===== src/rtl/spi_ee_pkg.sv =====
package spi_ee_pkg;

   localparam logic [7:0] OP_WRSR  = 8'h01;
   localparam logic [7:0] OP_WRITE = 8'h02;
   localparam logic [7:0] OP_READ  = 8'h03;
   localparam logic [7:0] OP_WRDI  = 8'h04;
   localparam logic [7:0] OP_RDSR  = 8'h05;
   localparam logic [7:0] OP_WREN  = 8'h06;

   typedef enum logic [3:0] {
      PH_IDLE,
      PH_OPC,
      PH_ADDR,
      PH_RDAT,
      PH_WDAT,
      PH_STAT,
      PH_WSR,
      PH_WEN,
      PH_SKIP
   } phase_e;

endpackage


===== src/rtl/spi_ee_sync.sv =====
module spi_ee_sync #(
   parameter int STAGES = 2
) (
   input  logic clk,
   input  logic rst_n,
   input  logic cs_n,
   input  logic sck,
   input  logic si,
   output logic cs_fall,
   output logic cs_rise,
   output logic sck_rise,
   output logic sck_fall,
   output logic si_s
);

   logic [2:0] pipe [STAGES];
   logic [1:0] last;

   if (STAGES < 2) begin : g_bad_stages
      $error("spi_ee_sync: STAGES must be at least 2");
   end

   for (genvar g = 0; g < STAGES; g++) begin : g_stage
      if (g == 0) begin : g_first
         always_ff @(posedge clk or negedge rst_n)
            if (!rst_n) pipe[g] <= '0;
            else        pipe[g] <= {cs_n, sck, si};
      end else begin : g_next
         always_ff @(posedge clk or negedge rst_n)
            if (!rst_n) pipe[g] <= '0;
            else        pipe[g] <= pipe[g-1];
      end
   end

   always_ff @(posedge clk or negedge rst_n)
      if (!rst_n) last <= '0;
      else        last <= pipe[STAGES-1][2:1];

   assign cs_fall  =  last[1] && !pipe[STAGES-1][2];
   assign cs_rise  = !last[1] &&  pipe[STAGES-1][2];
   assign sck_rise = !last[0] &&  pipe[STAGES-1][1] && !pipe[STAGES-1][2];
   assign sck_fall =  last[0] && !pipe[STAGES-1][1] && !pipe[STAGES-1][2];
   assign si_s     =  pipe[STAGES-1][0];

endmodule


===== src/rtl/spi_ee_pgbuf.sv =====
module spi_ee_pgbuf #(
   parameter int PAGE_W = 5
) (
   input  logic              clk,
   input  logic              rst_n,
   input  logic              clr,
   input  logic              wr_en,
   input  logic [PAGE_W-1:0] wr_idx,
   input  logic [7:0]        wr_data,
   input  logic [PAGE_W-1:0] rd_idx,
   output logic              rd_valid,
   output logic [7:0]        rd_data
);

   localparam int ENTRIES = 1 << PAGE_W;

   logic [ENTRIES-1:0] vld;
   logic [7:0]         dat [ENTRIES];

   for (genvar e = 0; e < ENTRIES; e++) begin : g_entry
      always_ff @(posedge clk or negedge rst_n)
         if (!rst_n) begin
            vld[e] <= 1'b0;
            dat[e] <= '0;
         end else if (clr) begin
            vld[e] <= 1'b0;
         end else if (wr_en && wr_idx == PAGE_W'(e)) begin
            vld[e] <= 1'b1;
            dat[e] <= wr_data;
         end
   end

   assign rd_valid = vld[rd_idx];
   assign rd_data  = dat[rd_idx];


   clr_wr_excl_chk: assert property (@(posedge clk) disable iff (!rst_n)
      !(clr && wr_en));

endmodule


===== src/rtl/spi_ee_wtimer.sv =====
module spi_ee_wtimer #(
   parameter int CYCLES = 1000,
   parameter int CW     = 10
) (
   input  logic          clk,
   input  logic          rst_n,
   input  logic          start,
   output logic          busy,
   output logic [CW-1:0] cnt,
   output logic          done
);

   localparam logic [CW-1:0] LAST = CW'(CYCLES - 1);

   always_ff @(posedge clk or negedge rst_n)
      if (!rst_n) begin
         busy <= 1'b0;
         cnt  <= '0;
      end else if (busy) begin
         if (cnt == LAST) begin
            busy <= 1'b0;
            cnt  <= '0;
         end else begin
            cnt <= cnt + CW'(1);
         end
      end else if (start) begin
         busy <= 1'b1;
         cnt  <= '0;
      end

   assign done = busy && (cnt == LAST);


   start_idle_chk: assert property (@(posedge clk) disable iff (!rst_n)
      start |-> !busy);


   busy_len_chk: assert property (@(posedge clk) disable iff (!rst_n)
      $fell(busy) |-> $past(cnt) == LAST);

endmodule


===== src/rtl/spi_eeprom_engine.sv =====
module spi_eeprom_engine
   import spi_ee_pkg::*;
#(
   parameter int ADDR_W      = 13,
   parameter int PAGE_W      = 5,
   parameter int WR_CYCLES   = 1000,
   parameter int SYNC_STAGES = 2
) (
   input  logic              clk,
   input  logic              rst_n,
   input  logic              cs_n,
   input  logic              sck,
   input  logic              si,
   output logic              so,
   output logic              so_oe,
   input  logic              wr_permit,
   output logic [ADDR_W-1:0] mem_addr,
   output logic              mem_rd_en,
   input  logic [7:0]        mem_rd_data,
   output logic              mem_wr_en,
   output logic [7:0]        mem_wr_data
);

   localparam int PAGE_BYTES = 1 << PAGE_W;
   localparam int CNT_W      = $clog2(WR_CYCLES + 1);
   localparam int AHI_W      = ADDR_W - 8;
   localparam logic [CNT_W-1:0] PAGE_CNT = CNT_W'(PAGE_BYTES);

   if (ADDR_W < 9 || ADDR_W > 16) begin : g_bad_addr
      $error("spi_eeprom_engine: ADDR_W must be 9..16");
   end
   if (PAGE_W < 1 || PAGE_W >= ADDR_W) begin : g_bad_page
      $error("spi_eeprom_engine: PAGE_W must be 1..ADDR_W-1");
   end
   if (WR_CYCLES < PAGE_BYTES) begin : g_bad_cycles
      $error("spi_eeprom_engine: WR_CYCLES must cover one page");
   end

   logic cs_fall, cs_rise, sck_rise, sck_fall, si_s;

   spi_ee_sync #(.STAGES(SYNC_STAGES)) u_sync (
      .clk(clk), .rst_n(rst_n), .cs_n(cs_n), .sck(sck), .si(si),
      .cs_fall(cs_fall), .cs_rise(cs_rise),
      .sck_rise(sck_rise), .sck_fall(sck_fall), .si_s(si_s)
   );

   phase_e            ph;
   logic [2:0]        bc;
   logic [6:0]        sh;
   logic [AHI_W-1:0]  ahi;
   logic [ADDR_W-1:0] addr;
   logic [7:0]        obyte;
   logic              hi_done, is_wr, got, drive, so_q;
   logic              rd_req, rd_pend, kind_sr, wel;
   logic              sr_lock, new_lock;
   logic [1:0]        sr_zone, new_zone;

   logic              busy, tdone, start;
   logic [CNT_W-1:0]  tcnt;
   logic              pg_valid;
   logic [7:0]        pg_data;

   logic [7:0]        byte_in;
   logic              frame_rise, byte_end, commit_ok, pg_clr, pg_wr;
   logic [7:0]        status;

   assign byte_in    = {sh, si_s};
   assign frame_rise = sck_rise && !cs_fall && !cs_rise && (ph != PH_IDLE);
   assign byte_end   = frame_rise && (bc == 3'd7);
   assign status     = {sr_lock, 3'b000, sr_zone, wel, busy};
   assign commit_ok  = !busy && wel && wr_permit && got && (bc == 3'd0) &&
                       (ph == PH_WDAT || ph == PH_WSR);
   assign start      = cs_rise && commit_ok;
   assign pg_clr     = byte_end && (ph == PH_ADDR) && hi_done && is_wr;
   assign pg_wr      = byte_end && (ph == PH_WDAT);

   spi_ee_wtimer #(.CYCLES(WR_CYCLES), .CW(CNT_W)) u_timer (
      .clk(clk), .rst_n(rst_n), .start(start),
      .busy(busy), .cnt(tcnt), .done(tdone)
   );

   spi_ee_pgbuf #(.PAGE_W(PAGE_W)) u_page (
      .clk(clk), .rst_n(rst_n), .clr(pg_clr),
      .wr_en(pg_wr), .wr_idx(addr[PAGE_W-1:0]), .wr_data(byte_in),
      .rd_idx(tcnt[PAGE_W-1:0]), .rd_valid(pg_valid), .rd_data(pg_data)
   );

   // frame sequencer
   always_ff @(posedge clk or negedge rst_n)
      if (!rst_n) begin
         ph      <= PH_IDLE;
         bc      <= '0;
         sh      <= '0;
         ahi     <= '0;
         addr    <= '0;
         obyte   <= '0;
         hi_done <= 1'b0;
         is_wr   <= 1'b0;
         got     <= 1'b0;
         drive   <= 1'b0;
         so_q    <= 1'b0;
         rd_req  <= 1'b0;
         rd_pend <= 1'b0;
         kind_sr <= 1'b0;
         new_lock <= 1'b0;
         new_zone <= '0;
      end else begin
         rd_req  <= 1'b0;
         rd_pend <= rd_req;
         if (rd_pend) obyte <= mem_rd_data;
         if (cs_fall) begin
            ph      <= PH_OPC;
            bc      <= '0;
            hi_done <= 1'b0;
            is_wr   <= 1'b0;
            got     <= 1'b0;
            drive   <= 1'b0;
         end else if (cs_rise) begin
            if (commit_ok) kind_sr <= (ph == PH_WSR);
            ph    <= PH_IDLE;
            drive <= 1'b0;
         end else begin
            if (sck_fall && (ph == PH_RDAT || ph == PH_STAT)) begin
               so_q  <= obyte[~bc];
               drive <= 1'b1;
            end
            if (frame_rise) begin
               bc <= bc + 3'd1;
               sh <= byte_in[6:0];
               if (ph == PH_WEN) ph <= PH_SKIP;
               if (bc == 3'd7) begin
                  case (ph)
                     PH_OPC: begin
                        case (byte_in)
                           OP_READ:  ph <= busy ? PH_SKIP : PH_ADDR;
                           OP_WRITE: begin
                              ph    <= busy ? PH_SKIP : PH_ADDR;
                              is_wr <= 1'b1;
                           end
                           OP_WREN:  ph <= busy ? PH_SKIP : PH_WEN;
                           OP_RDSR:  begin
                              ph    <= PH_STAT;
                              obyte <= status;
                           end
                           OP_WRSR:  ph <= busy ? PH_SKIP : PH_WSR;
                           default:  ph <= PH_SKIP;
                        endcase
                     end
                     PH_ADDR: begin
                        if (!hi_done) begin
                           hi_done <= 1'b1;
                           ahi     <= byte_in[AHI_W-1:0];
                        end else begin
                           addr <= {ahi, byte_in};
                           if (is_wr) begin
                              ph <= PH_WDAT;
                           end else begin
                              ph     <= PH_RDAT;
                              rd_req <= 1'b1;
                           end
                        end
                     end
                     PH_RDAT: begin
                        addr   <= addr + ADDR_W'(1);
                        rd_req <= 1'b1;
                     end
                     PH_WDAT: begin
                        addr[PAGE_W-1:0] <= addr[PAGE_W-1:0] + PAGE_W'(1);
                        got              <= 1'b1;
                     end
                     PH_STAT: obyte <= status;
                     PH_WSR: begin
                        new_lock <= byte_in[7];
                        new_zone <= byte_in[3:2];
                        got      <= 1'b1;
                     end
                     default: ;
                  endcase
               end
            end
         end
      end

   // write-enable latch and stored status bits
   always_ff @(posedge clk or negedge rst_n)
      if (!rst_n) begin
         wel     <= 1'b0;
         sr_lock <= 1'b0;
         sr_zone <= '0;
      end else begin
         if (tdone) begin
            wel <= 1'b0;
            if (kind_sr) begin
               sr_lock <= new_lock;
               sr_zone <= new_zone;
            end
         end else if (cs_rise && ph == PH_WEN) begin
            wel <= 1'b1;
         end else if (byte_end && ph == PH_OPC && byte_in == OP_WRDI && !busy) begin
            wel <= 1'b0;
         end
      end

   assign so          = so_q;
   assign so_oe       = !cs_n && drive;
   assign mem_rd_en   = rd_req;
   assign mem_addr    = busy ? {addr[ADDR_W-1:PAGE_W], tcnt[PAGE_W-1:0]} : addr;
   assign mem_wr_en   = busy && !kind_sr && (tcnt < PAGE_CNT) && pg_valid;
   assign mem_wr_data = pg_data;


   rd_busy_chk: assert property (@(posedge clk) disable iff (!rst_n)
      mem_rd_en |-> !busy);


   wel_end_chk: assert property (@(posedge clk) disable iff (!rst_n)
      $fell(busy) |-> !wel);


   commit_edge_chk: assert property (@(posedge clk) disable iff (!rst_n)
      $rose(busy) |-> $past(cs_rise));


   commit_perm_chk: assert property (@(posedge clk) disable iff (!rst_n)
      $rose(busy) |-> ($past(wel) && $past(wr_permit)));

endmodule


===== config.mk =====
export PLATFORM = sky130hd
export DESIGN_NAME = spi_eeprom_engine
export DESIGN_NICKNAME = d
export VERILOG_FILES = /design/src/rtl/spi_ee_pkg.sv /design/src/rtl/spi_ee_sync.sv /design/src/rtl/spi_ee_pgbuf.sv /design/src/rtl/spi_ee_wtimer.sv /design/src/rtl/spi_eeprom_engine.sv
export SDC_FILE = /design/constraint.sdc
export NUM_CORES = 1
export LEC_CHECK = 0
export ABC_CLOCK_PERIOD_IN_PS = 5400
export BUFFER_PORTS_ARGS = -buffer_cell sky130_fd_sc_hd__buf_2
export CELL_PAD_IN_SITES_DETAIL_PLACEMENT = 1
export CELL_PAD_IN_SITES_GLOBAL_PLACEMENT = 1
export CORE_UTILIZATION = 45
export CTS_CLUSTER_SIZE = 24
export DETAILED_ROUTE_END_ITERATION = 16
export GPL_TIMING_DRIVEN = 0
export PLACE_DENSITY = 0.75
export SYNTH_ARGS = -nofsm -noshare
export SYNTH_HDL_FRONTEND = slang
export SYNTH_SLANG_ARGS = --single-unit

===== constraint.sdc =====
create_clock -name clk -period 5.4 [get_ports clk]
set_input_delay 0.27 -clock clk [delete_from_list [all_inputs] [get_ports clk]]
set_output_delay 0.27 -clock clk [all_outputs]
set_load 0.01 [all_outputs]

Word-level counts from Yosys, hierarchy flattened

Cells that the tools add are included.

Input bits: 14
Register bits: 362
Output and inout bits: 25
Logic and storage cells: 449

Muxes and demuxes: 132
Equality and inequality tests: 48
Bitwise operators: 6
Reductions and logical operators: 166
$add $sub $neg: 4
Magnitude comparators: 4

Operator list:

| operator              | count |
|---|---|
| $mux 1                | 97 |
| $eq 5x5->1 const B    | 16 |
| $reduce_bool 2->1     | 40 |
| $reduce_and 2->1      | 34 |
| $mux 8                | 8 |
| $logic_and 1x1->1     | 62 |
| $bmux 8 s5            | 1 |
| $eq 5x4->1 const B    | 8 |
| $mux 4                | 9 |
| $pmux 8 s2            | 2 |
| $mux 10               | 3 |
| $eq 8x3->1 const B    | 3 |
| $eq 5x3->1 const B    | 4 |
| $reduce_and 6->1      | 3 |
| $eq 4x3->1 const B    | 4 |
| $eq 8x2->1 const B    | 2 |
| $pmux 4 s4            | 1 |
| $pmux 5 s3            | 1 |
| $add 13x1->13 const B | 1 |
| $mux 13               | 1 |
| $mux 3                | 4 |
| $reduce_bool 3->1     | 4 |
| $add 10x1->10 const B | 1 |
| $eq 10x10->1 const B  | 1 |
| other kinds (30)      | 50 |

Longest topological paths before layout

Gate-level depths: netlist of the first run.

Depth in word-level cells: 13
Gate-level depth with buffers: 9
Gate-level depth less buffers: 7

Hierarchy

From an unflattened synthesis of the first run, not the netlist that was laid out.

Cell total of the unflattened synthesis: 1213
Area, all modules: 17240.3 um^2

Modules (own cells, without submodules):

| module            | times used | area each (um^2) | cells an instance | seq. area each (um^2) |
|---|---|---|---|---|
| spi_ee_pgbuf      | 1          | 13108.8          | 804               | 7206.9 |
| spi_eeprom_engine | 1          | 3278.1           | 330               | 1376.3 |
| spi_ee_wtimer     | 1          | 625.6            | 67                | 275.3 |
| spi_ee_sync       | 1          | 227.7            | 12                | 200.2 |

Worst setup path after synthesis of the first run

Ideal clock, no wire load.

Path type: reg-to-output
Start: reg u_timer.cnt[0]
End: out mem_wr_data[6]
Required time: 5.130 ns
Path buffers: 3
Setup slack: 3.076 ns
Cell stages (with the launch flop): 7
Data arrival time: 2.054 ns
Cells stage by stage: dfrtp_1 -> buf_2 -> buf_2 -> buf_2 -> mux4_2 -> mux4_2 -> mux2_2

Longest elaborated chain between the ends: 4

RTL lines:

| what                                       | line                    | text |
|---|---|---|
| from (decl)                                | spi_ee_wtimer.sv:9      | `output logic [CW-1:0] cnt,` |
| from (signal assigned)                     | spi_ee_wtimer.sv:24     | `cnt <= cnt + CW'(1);` |
| $not 5->6 (implied by the code)            | spi_ee_pgbuf.sv:34      | `assign rd_data = dat[rd_idx];` |
| $bmux 8 s5                                 | spi_ee_pgbuf.sv:34      |  |
| $mux 8 (implied by the code) (2 in series) | spi_ee_pgbuf.sv:34      |  |
| to (decl)                                  | spi_eeprom_engine.sv:21 | `output logic [7:0] mem_wr_data` |

Every way passes these cells. The select of a mux whose other input is x is not followed.

Worst setup path after layout of the first run

Start: reg u_timer.cnt[2]
End: out mem_wr_data[3]

The elaborated chain is that of the path after synthesis.

==> impl_metrics.json, run 1 <==
{
  "status": "finished clean",
  "finalPower_mw": 6.081,
  "synth_top_family_by_area": "multiplexers",
  "muxShareOfSynthArea": 0.3197,
  "antenna_cells": 0,
  "ys_warn_count": 0,
  "synth_xor_area_frac": 0.002057,
  "period_needed_ps": 3875,
  "cts_resized": 0,
  "num_vias": 11020,
  "antenna_found_initial": 0,
  "grtUsageMet2": 0.4526,
  "place_area_um2": 17940,
  "startpoint_type": "register",
  "cts_root_buf": "clkbuf_16",
  "finalHoldViolCount": 0,
  "setup_ws_ps": 1525,
  "gp_congestion": 0.8374,
  "slew_headroom": 0.1384,
  "required_ps": 5130,
  "path_clk_slew_ps": 60,
  "yosys.area.top_type": "dfrtp_1",
  "synth_edf_count": 0,
  "post-cts-setup-buffers": 0,
  "max-vdd-ir-drop_v": 0.0002050,
  "fin_crit_sh": 0.7175,
  "p_sw_frac": 0.2293,
  "ios": 39,
  "clock-sinks": 362,
  "yosys.area_share.simple": 0.07319,
  "synth_most_common_cell": "dfrtp_1",
  "seqPwrFrac": 0.451,
  "r2r_cells": 6,
  "combPwrFrac": 0.049,
  "synth_area_leaders": "dfrtp_1 (53%), mux2_2 (19%), mux4_2 (12%)",
  "core_um2": 36960,
  "r2r_start": "u_sync.pipe[2]$_DFF_PN0_",
  "path_class": "reg -> out",
  "stdcell_count": 1867,
  "synth_commonest_cells": "dfrtp_1 (362), mux2_2 (294), nand2_1 (139), mux4_2 (88), clkbuf_1 (70)",
  "start_util": 0.4607,
  "design.die.area_um2": 38620,
  "dp_hpwl_um": 33440,
  "pwr_density_cell_nw_per_um2": 312.1,
  "pwr-share-clk": 0.501,
  "worstPathArrival_ps": 3600,
  "worstSkewPairLatency_ps": 570,
  "fin_tns_setup_ps": 0,
  "std_cell_rows": 70,
  "hp-class": "in -> reg",
  "max_freq_mhz": 258.1,
  "wl_um": 48440,
  "synthToLayoutAreaGrowth_pct": 14.43,
  "whs_ps": 85.93,
  "power_switching_mw": 1.394,
  "ys_seq_elements": 362,
  "clock_skew_ps": 14.36,
  "grt_pass1_wl_um": 75690,
  "die_w_um": 196.5,
  "syn_area_per_cell_um2": 13.71,
  "crit_fanout": 10,
  "drv_cap": 0,
  "fin_util": 0.5272,
  "portBuffers": 38,
  "grtUsageTotal": 0.2626,
  "use_met1": 0.3493,
  "grt_pass1_vias": 12260,
  "r2r_end": "u_page.dat[0]$_DFFE_PN0P_",
  "synth_nets": 1268,
  "fin_nets": 1359,
  "setup_viol": 0,
  "p_int_mw": 4.687,
  "grt_max_degree": 112,
  "clock_path_buffers": 3,
  "synth_cells": 1242,
  "gr-total-overflow": 0,
  "grtUsageMet3": 0.03576,
  "synth_ff_type": "dfrtp_1",
  "die_y_um": 196.5,
  "drc_errors": 0,
  "yosysUniqueCellTypes": 57,
  "critPathLaunch": "u_timer.cnt[2]$_DFFE_PN0P_",
  "worst_slew_pin_slew_ps": 1276,
  "ys_seq_area_frac": 0.5320,
  "place_inst": 1787,
  "firstDrtPassIters": 5,
  "drive_above_1_share": 0.3866,
  "dp_slack_ps": 2106,
  "final_cell_area_um2": 19480,
  "avgRoutedWirePerCell_um": 25.94,
  "end_kind": "output pin",
  "crit_end": "mem_wr_data[3]",
  "cts_tree": "yes",
  "htree_levels": 2,
  "drtIter0Drc": 690,
  "synth-compound-area-share": 0.03593,
  "syn_area_um2": 17030,
  "postRouteAntennaNets": 0,
  "synthArstFlopShare": 1.000,
  "n_fill_cell": 3653,
  "top_usage_layer": "met2",
  "synth_top_area_frac": 0.5320,
  "cts_buffers": 41,
  "rsz0062_at_grt": "false",
  "yosys.area_share.adder": 0.008818,
  "slew_violations": 0,
  "p_leak_nw": 9.605,
  "via_per_inst": 5.904,
  "reg2reg_setup_slack_ps": 1980,
  "cts_hold_buf": 7
}
==> how the worst min path moves through the flow <==
stage / startpoint / endpoint / slack [ps] / depth (start not counted)
after floorplan: rst_n / addr[0]$_DFFE_PN0P_ / -30 / 0
after global placement: u_sync.pipe[3]$_DFF_PN0_ / u_sync.si_s$_DFF_PN0_ / 340 / 0
after detailed placement: rst_n / u_sync.pipe[4]$_DFF_PN0_ / 210 / 1
after CTS: mem_rd_data[1] / obyte[1]$_DFF_PN0_ / 70 / 3
after global routing: mem_rd_data[1] / obyte[1]$_DFF_PN0_ / 80 / 3
final: mem_rd_data[0] / obyte[0]$_DFF_PN0_ / 90 / 3
==> power groups by stage <==
stage               logic, mW  clock network, mW  registers, mW
finish                  0.295               3.04           2.74
CTS                     0.298               3.09           2.74
detailed placement      0.291                  0           2.79
floorplan               0.137                  0           2.79
global route            0.322               3.19           2.74
global placement        0.275                  0           2.79
==> metal layers <==
layer / share of wire / up-vias
met2: 0.51 / 232
met4: 0.021 / 0
met1: 0.43 / 6008
met3: 0.035 / 63
li1: - / 4719
met5: 0 / -
==> area by class of cell <==
class / count / area (um^2) / share of cell area
Clock inverter: 18 / 272.8 / 0.01400
Buffer: 101 / 436.7 / 0.02241
Multi-Input combinational cell: 767 / 7487 / 0.3843
Sequential cell: 362 / 9059 / 0.4649
Inverter: 12 / 45.04 / 0.002312
Tap cell: 504 / 630.6 / 0.03236
Timing Repair Buffer: 48 / 352.8 / 0.01811
Clock buffer: 55 / 1201 / 0.06165
==> cells by family (layout without fill, tap and decap cells) <==
kind of cell               after synthesis  after routing
AOI/OAI and AO/OA                      100            100
adders and majority gates               12             12
xor gates and xnor gates                 4              4
and+or+nand+nor                        254            254
muxes                                  397            397
DFF                                    362            362
buffers and inverters                  113            234
==> cells in the final DEF (no fill, tap or decap), types with 4 or more instances in the layout <==
cell type and n:
o31ai_1 5, bufinv_16 7, a21oi_1 21, clkinv_2 9, buf_4 8, inv_1 12
nor2_1 19, clkbuf_1 74, mux4_2 88, nor2b_1 9, nor3_1 6, o21ai_0 37
nand2_1 139, clkbuf_8 8, mux2i_1 14, and3_1 10, ha_1 12, buf_1 6
nand2b_1 8, nand4_1 9, and2_1 5, nand3_1 17, and4_1 5, a2bb2oi_1 4
dfrtp_1 362, dlygate4sd3_1 7, o22ai_1 6, buf_2 53, mux2_2 294, clkbuf_16 43
a31oi_1 7
==> sequential cells by signal, indices dropped and copies added, names as in the netlist, 2 cells and up <==
name,flops
ahi,5
sh,7
u_page.vld,32
ph,4
sr_zone,2
bc,3
obyte,8
u_timer.cnt,10
u_sync.pipe,5
new_zone,2
u_sync.last,2
addr,13
u_page.dat,256
==> worst max-delay path, cell delays in order (launching register included) <==
cell and delay, ps:
dfrtp_1 560, buf_2 400, clkbuf_1 690, mux4_2 470, mux4_2 470, mux2_2 310, buf_2 150
(Power assumes the default switching activity.)
==> inputs of run 2 (changes only) <==
--- a/config.mk
+++ b/config.mk
@@ -5,7 +5,7 @@
 export SDC_FILE = /design/constraint.sdc
 export NUM_CORES = 1
 export LEC_CHECK = 0
-export ABC_CLOCK_PERIOD_IN_PS = 5400
+export ABC_CLOCK_PERIOD_IN_PS = 3600
 export BUFFER_PORTS_ARGS = -buffer_cell sky130_fd_sc_hd__buf_2
 export CELL_PAD_IN_SITES_DETAIL_PLACEMENT = 1
 export CELL_PAD_IN_SITES_GLOBAL_PLACEMENT = 1
==> constraint.sdc (replaced) <==
create_clock -name clk -period 3.6 [get_ports clk]
set_input_delay 0.18 -clock clk [delete_from_list [all_inputs] [get_ports clk]]
set_output_delay 0.18 -clock clk [all_outputs]
set_load 0.01 [all_outputs]
==> impl_metrics.json, run 2 (synthesized netlist as in run 1, its figures left out) <==
{
  "status": "finished clean",
  "path_clk_slew_ps": 60,
  "n_fill_cell": 3651,
  "avgRoutedWirePerCell_um": 25.96,
  "slew_violations": 0,
  "clock-sinks": 362,
  "critPathSlowestCell": "mux4_2",
  "worstPathArrival_ps": 3310,
  "grt_max_degree": 112,
  "largest_registers": "u_page.dat: 256 flops, u_page.vld: 32 flops, addr: 13 flops",
  "grt_pass1_vias": 12320,
  "required_ps": 3420,
  "worstSkewPairLatency_ps": 560,
  "critPathTopFamily": "buffers and inverters",
  "multi_input_area_um2": 7487,
  "wl_um": 48600,
  "rsz0062_at_grt": "false",
  "worst_slew_pin_slew_ps": 1307,
  "crit_buf_inv": 4,
  "dp_slack_ps": 306.3,
  "reg2reg_setup_slack_ps": 190,
  "fin_util": 0.5287,
  "ios": 39,
  "dp_hpwl_um": 33440,
  "drtIter0Drc": 729,
  "setup_viol": 0,
  "gr-total-overflow": 0,
  "grtUsageTotal": 0.2637,
  "via_per_inst": 5.903,
  "path_class": "reg -> out",
  "antenna_cells": 0,
  "largest_register": "u_page.dat",
  "hp-class": "in -> async",
  "startpoint_type": "register",
  "post-cts-setup-buffers": 0,
  "portBuffers": 38,
  "postRouteAntennaNets": 0,
  "num_vias": 11050,
  "grt_pass1_wl_um": 75960,
  "fin_tns_setup_ps": 0,
  "die_w_um": 196.5,
  "period_needed_ps": 3490,
  "end_kind": "output pin",
  "antenna_found_initial": 0,
  "stdcell_count": 1872,
  "max-vdd-ir-drop_v": 0.0003075,
  "synthToLayoutAreaGrowth_pct": 14.75,
  "largest_reg_flops": 256,
  "finalHoldViolCount": 0,
  "htree_levels": 2,
  "clock_skew_ps": 12.06,
  "crit_path_max_incr_delay_ps": 460,
  "final_common_cell": "dfrtp_1",
  "design.die.area_um2": 38620,
  "pwr_density_cell_nw_per_um2": 466.9,
  "slew_headroom": 0.1179,
  "firstDrtPassIters": 5,
  "std_cell_rows": 70,
  "start_util": 0.4607,
  "drive_above_1_share": 0.3882,
  "cts_buffers": 41,
  "finalPower_mw": 9.124,
  "drv_cap": 0,
  "gp_congestion": 0.8374,
  "crit_top_cell": "buf_2",
  "crit_fanout": 10,
  "fin_crit_sh": 0.9695,
  "place_inst": 1787,
  "fin_nets": 1364,
  "seq_area_um2": 9059,
  "drc_errors": 0,
  "clock_path_buffers": 3,
  "cts_tree": "yes",
  "cts_root_buf": "clkbuf_16",
  "r2r_end": "u_page.dat[0]$_DFFE_PN0P_",
  "p_leak_nw": 9.633,
  "layout_common_cells": "dfrtp_1 (362), mux2_2 (294), nand2_1 (139)",
  "die_y_um": 196.5,
  "r2r_cells": 6,
  "core_um2": 36960,
  "crit_path_cell_trace": "buf_2, buf_2, buf_2, mux4_2, mux4_2, mux2_2, buf_2",
  "r2r_start": "u_sync.pipe[2]$_DFF_PN0_",
  "setup_ws_ps": 109.7,
  "max_freq_mhz": 286.5
}
## run 2: changes by cell type in the layout (fill, tap and decap cells not counted)
cell,change
clkbuf_1,-1
buf_2,+2
dlygate4sd3_1,+5
clkbuf_2,+2
buf_1,-3
## run 2: repair_timing
| action | CTS | global route |
|---|---|---|
| pin swaps | 0 | 0 |
| hold buffers | 12 | 0 |
| resized for setup | 3 | 1 |
| endpoints found under the setup margin | 8 | 1 |
| hold endpoints to repair | 58 | 0 |
## run 2: where the power goes
part	internal [mW]	switching, mW
logic	0.104	0.345
clock network	2.84	1.72
registers	4.09	0.0223
## run 2: worst max-delay path by stage
stage,startpoint,end,slack [ps],cells after the start
2_1_floorplan,u_sync.pipe[2]$_DFF_PN0_,u_page.dat[160]$_DFFE_PN0P_,1330,7
3_3_place_gp,rst_n,u_page.dat[75]$_DFFE_PN0P_,-4740,1
3_5_place_dp,u_sync.pipe[2]$_DFF_PN0_,u_page.dat[0]$_DFFE_PN0P_,310,6
4_1_cts,u_timer.cnt[2]$_DFFE_PN0P_,mem_wr_en,70,7
5_1_grt,u_timer.cnt[0]$_DFFE_PN0P_,mem_wr_data[6],4,7
6_report,u_timer.cnt[0]$_DFFE_PN0P_,mem_wr_data[6],110,7
## run 2: routing by layer
metal	share of wire	global-route usage	vias to the layer above
li1	-	-	4724
met1	0.44	0.3497	6030
met2	0.51	0.4543	239
met3	0.034	0.03593	57
met4	0.022	0.07407	0
met5	0	0	-
## run 2: area by class of cell
cell class              count  share of cell area
well taps                 504             0.03227
flip-flops and latches    362              0.4636
clock inverters            18             0.01396
repair buffers             53             0.02062
clock buffers              55             0.06147
inverters                  12            0.002305
multi-input cells         767              0.3832
plain buffers             101             0.02260
## run 2: through the flow
step	hold WS (ps)	instance area (um^2)
after floorplan	-115.6	17030
after global placement	292.9	17850
after detailed placement	118.5	17940
after CTS	129.8	19540
after global routing	154.9	19540
final	129.7	19540
